`src/rtl/uop_steer.sv`:
```
module uop_steer #(
  parameter int W     = 4,
  parameter int TAG_W = 8,
  parameter int CNT_W = 4
) (
  input  logic                          clk,
  input  logic                          rst_n,
  input  logic [W-1:0]                  in_valid,
  input  logic [W*TAG_W-1:0]            in_tag,
  input  logic [W*CNT_W-1:0]            in_cnt,
  input  logic                          out_ready,
  output logic [W-1:0]                  uop_valid,
  output logic [W*(TAG_W+CNT_W)-1:0]    uop_data,
  output logic [$clog2(W+1)-1:0]        consumed
);
  localparam int UW = TAG_W + CNT_W;
  localparam int KW = $clog2(W+1);
  localparam logic [CNT_W-1:0] WIDE = CNT_W'(W);

  logic             seq_busy;
  logic [TAG_W-1:0] seq_tag;
  logic [CNT_W-1:0] seq_idx, seq_left;

  logic [TAG_W-1:0] tag  [W];
  logic [CNT_W-1:0] cnt  [W];
  logic [UW-1:0]    lane [W];
  logic [KW-1:0]    take;
  logic             start;
  logic             long0;

  for (genvar g = 0; g < W; g++) begin : g_slot
    assign tag[g] = in_tag[g*TAG_W +: TAG_W];
    assign cnt[g] = in_cnt[g*CNT_W +: CNT_W];
    assign uop_data[g*UW +: UW] = lane[g];
  end

  assign long0 = cnt[0] > WIDE;

  always_comb begin
    int   used;
    logic open;
    used      = 0;
    open      = 1'b1;
    uop_valid = '0;
    take      = '0;
    start     = 1'b0;
    for (int j = 0; j < W; j++) lane[j] = '0;
    if (seq_busy) begin
      for (int j = 0; j < W; j++)
        if (CNT_W'(j) < seq_left) begin
          uop_valid[j] = 1'b1;
          lane[j]      = {seq_tag, seq_idx + CNT_W'(j)};
        end
    end else if (in_valid[0]) begin
      take = KW'(1);
      if (long0) begin
        start = 1'b1;
        for (int j = 0; j < W; j++) begin
          uop_valid[j] = 1'b1;
          lane[j]      = {tag[0], CNT_W'(j)};
        end
      end else begin
        used = int'(cnt[0]);
        for (int j = 0; j < W; j++)
          if (CNT_W'(j) < cnt[0]) begin
            uop_valid[j] = 1'b1;
            lane[j]      = {tag[0], CNT_W'(j)};
          end
        for (int i = 1; i < W; i++) begin
          if (open && in_valid[i] && cnt[i] == CNT_W'(1) && used < W) begin
            uop_valid[used] = 1'b1;
            lane[used]      = {tag[i], CNT_W'(0)};
            used            = used + 1;
            take            = take + KW'(1);
          end else begin
            open = 1'b0;
          end
        end
      end
    end
  end

  assign consumed = out_ready ? take : '0;

  always_ff @(posedge clk) begin
    if (!rst_n) begin
      seq_busy <= 1'b0;
      seq_tag  <= '0;
      seq_idx  <= '0;
      seq_left <= '0;
    end else if (out_ready) begin
      if (seq_busy) begin
        seq_busy <= seq_left > WIDE;
        seq_left <= (seq_left > WIDE) ? seq_left - WIDE : '0;
        seq_idx  <= seq_idx + WIDE;
      end else if (start) begin
        seq_busy <= 1'b1;
        seq_tag  <= tag[0];
        seq_idx  <= WIDE;
        seq_left <= cnt[0] - WIDE;
      end
    end
  end
endmodule

```
`config.mk`:
```
export PLATFORM = sky130hd
export DESIGN_NAME = uop_steer
export DESIGN_NICKNAME = d
export VERILOG_FILES = /design/src/rtl/uop_steer.sv
export SDC_FILE = /design/constraint.sdc
export NUM_CORES = 1
export LEC_CHECK = 0
export ABC_CLOCK_PERIOD_IN_PS = 16000
export BUFFER_PORTS_ARGS = -buffer_cell sky130_fd_sc_hd__clkbuf_2
export CORE_MARGIN = 2
export CORE_UTILIZATION = 40
export CTS_CLUSTER_SIZE = 24
export DETAILED_ROUTE_END_ITERATION = 10
export PLACE_DENSITY = 0.65
export SYNTH_ARGS = -nofsm -noshare
export SYNTH_HDL_FRONTEND = slang
export SYNTH_SLANG_ARGS = --single-unit
```
`constraint.sdc`:
```
create_clock -name clk -period 16 [get_ports clk]
set_clock_uncertainty 0.1 [all_clocks]
set_input_delay 4.8 -clock clk [delete_from_list [all_inputs] [get_ports clk]]
set_output_delay 4.8 -clock clk [all_outputs]
set_load 0.05 [all_outputs]
```
==> impl_summary.md <==
Yosys
In the synthesized netlist the dominant register cell turns out to be dfxtp_1. The total standard cell area after synthesis is 0.00339 sq mm. The synthesized netlist contains 60 unique library cells. The total of warnings raised by yosys is 0. Synthesis produced a netlist whose cell count is 518. Of all flip-flops after synthesis, the portion carrying an async set or reset was 0%.

The synthesized design contains 0 enable-type register cells. The flip-flop and latch count after synthesis is 15. A synthesized cell averages 6.54 sq um.

The proportion of synthesized chip area in sequential cells is 8.86%.

Route
Summed over all layers, the routed wires come to 13100 um. In the routed design, unresolved DRC markers number 0. The via count is 4356. After detailed routing, the average wire length per cell comes to 19.0 um. Using the TritonRoute via totals, the vias-per-cell ratio works out to 6.32. The DRC marker count from the first detailed-route iteration is 483. The remaining antenna violation count is 0. The detailed-routing iteration count for the pre-antenna-repair pass is 6.

Setup path
The critical path is of the in2out type. The startpoint type of the worst setup path is an input pin. STA classifies the critical path endpoint as an output pin. In this run the worst path has a maximum fanout of 13. At the worst endpoint, the arrival time is 8520 ps.

The data required time of the worst path is 11100 ps.

Global routing
The via count of the first global-routing pass came to 3851. Entering global routing, the biggest net connects 40 pins. The number of antenna violations at the first check in global routing is 0. The wire length of the first global-routing pass is 20000 um. The total global routing overflow is 0. Global routing used 27.6% of the available tracks across all layers.

Clock network
The total clock buffers created by CTS is 3. CTS placed an instance of clkbuf_8 at the clock tree root. The clock net in this run drives a total of 15 sinks. After clock tree synthesis, the clock-pin slew on the worst setup and hold paths is 70 ps. The cts-stage hold buffer count is 0. The H-tree level count is 1. The later-pin clock latency in the skew report is 250 ps. The maximum buffer depth of the clock tree is 2. The number of buffers inserted to repair setup after CTS is 0. TritonCTS built the clock tree. Once the clock tree was built, the resizer swapped 0 gates to a different size.

Finish
The library cells used most frequently in the layout, excluding fill and tap cells, are clkbuf_2, a21oi_1, nand2_1. The number of nets at the end of the flow is 655. The area added between synthesis and finish is 15.9%. The final core area utilization is 47.8%. Counting the fill cells in the layout gives 841. Of the cells placed in the final design, the portion with a size suffix greater than 1 is 24.0%. The number of diodes is 0. The library cell used most frequently in the layout, excluding fill and tap cells, is clkbuf_2.

Timing
The number of setup violations in the final report is 0. The sum of negative setup slack is 0 ps. Counting I/O delays and the setup requirement, the final critical path takes 13420 ps.

The relative slew slack is 30.1%. The final number of max-transition violations is 0. At the pin with the least slew margin, the transition time is 1050 ps. Of the available clock period, the critical path in the final layout requires 83.9%.

The count of endpoints failing hold in the final timing report is 0. Setup repair after global routing left no endpoint under its margin. The achievable clock frequency is 74.5 MHz.

Power and ir drop
Summed over all cells, the static leakage comes to 1.75 nW. In this run the power density over the cells is 48.7 mW/mm^2. Across the VDD grid, the largest voltage drop is 0.0000233 V.

Hold path
The class of the worst hold path is reg2reg.

Run
The count of maximum capacitance violations is 0.

Placement
At the end of routability-driven placement, the weighted congestion stood at 0.931. The number of port buffers is 105. The HPWL after detailed placement is 9670 um.

Run status
The run finished with clean final reports.

Die
The overall die area is 0.00922 sq mm. 110 I/O pins were placed. In this run the vertical extent of the chip is 96.0 um.

The area of the core is 0.00822 sq mm. For this configuration, the core starts out at a cell density of 41.2%. In this run the core area contains 33 standard-cell rows. The x dimension of the die is 96.0 um.
kinds of logic after synthesis:
family / Yosys count / share of synthesized area [%]
AND/OR/NAND/NOR: 224 / 34.6
AO/OA/AOI/OAI: 178 / 37.9
buffers and inverters: 71 / 9.05
adder cells (fa/ha/maj): 15 / 5.54
flip-flops: 15 / 8.86
multiplexers: 9 / 2.66
XOR/XNOR: 5 / 1.29
other: 1 / 0.111
cell type report:
type | instances | area [sq um] | share of cell area, %
multi-input combinational | 435 | 2810 | 71.6
tap | 105 | 131 | 3.35
timing repair buffer | 110 | 563 | 14.3
clock buffer | 3 | 41.3 | 1.05
inverter | 20 | 75.1 | 1.91
clock inverter | 1 | 5.00 | 0.127
sequential | 15 | 300 | 7.65
critical path: stages:
cell	delay, ps
clkbuf_2	150
inv_1	130
ha_1	420
nand3_1	300
nand2_1	200
o21ai_0	170
ha_1	350
o41ai_1	490
o211a_1	400
and2_1	350
o311ai_0	260
a22o_1	280
clkbuf_2	230
cell usage after synthesis, drive strengths merged (2+ instances only):
| cell | instances | area [sq um] |
|---|---|---|
| ha | 15 | 188 |
| buf | 25 | 134 |
| or2 | 3 | 18.8 |
| o21a | 8 | 60.1 |
| a221o | 8 | 80.1 |
| o211a | 2 | 20.0 |
| dfxtp | 15 | 300 |
| and3 | 33 | 211 |
| mux2i | 9 | 90.1 |
| a22oi | 10 | 75.1 |
| a21oi | 66 | 342 |
| o21ai | 18 | 90.1 |
| and2 | 11 | 68.8 |
| o41ai | 3 | 26.3 |
| nand3b | 3 | 22.5 |
| nand3 | 32 | 160 |
| a21o | 4 | 30.0 |
| a2111oi | 8 | 133 |
| nand2b | 2 | 12.5 |
| xnor2 | 4 | 35.0 |
| a21boi | 9 | 67.6 |
| a211o | 2 | 17.5 |
| a31oi | 3 | 18.8 |
| o211ai | 11 | 82.6 |
| nand2 | 54 | 203 |
| nor2 | 36 | 135 |
| a211oi | 2 | 15.0 |
| nor4 | 10 | 68.8 |
| clkbuf | 26 | 97.6 |
| nor2b | 6 | 37.5 |
| nor3 | 27 | 175 |
| o2111ai | 2 | 17.5 |
| inv | 19 | 71.3 |
| a22o | 8 | 70.1 |
| o311ai | 8 | 70.1 |
per-layer routing:
metal	GRT usage, %	routed length (um)
met5	0	0
met4	7.38	251
met3	3.05	1430
met2	42.6	5880
met1	40.3	5500
stage by stage:
step,instance area [sq um],hold slack [ps],setup WS (ps),total power [W],std cells
after floorplan,3400,392,2740,0.000125,521
after global placement,3880,421,2750,0.000158,685
after detailed placement,3880,434,2650,0.000158,685
after CTS,3930,446,2640,0.000189,689
after global routing,3930,505,2190,0.000200,689
final,3930,439,2580,0.000191,689
worst paths after layout:
kind                           start                      end  slack [ps]  cells past startpoint
min          seq_idx[2]$_SDFFE_PN0P_  seq_idx[2]$_SDFFE_PN0P_         440                      1
max                        in_cnt[3]             uop_data[18]        2580                     13
max reg2reg    seq_busy$_SDFFE_PN0P_  seq_tag[4]$_SDFFE_PN0P_       13410                      5
min reg2reg  seq_idx[2]$_SDFFE_PN0P_  seq_idx[2]$_SDFFE_PN0P_         440                      1
flip-flops by register name, summed over array words and instances (netlist names):
register	cells
seq_idx	2
seq_left	4
seq_busy	1
seq_tag	8
power by group:
group          leakage (nW)  switching, W  total (W)  internal, W
Clock                0.0255     0.0000142  0.0000314    0.0000173
Combinational          1.60     0.0000841   0.000117    0.0000328
Sequential            0.122    0.00000370  0.0000428    0.0000391
No activity file was read; power rests on OpenSTA's default activity.
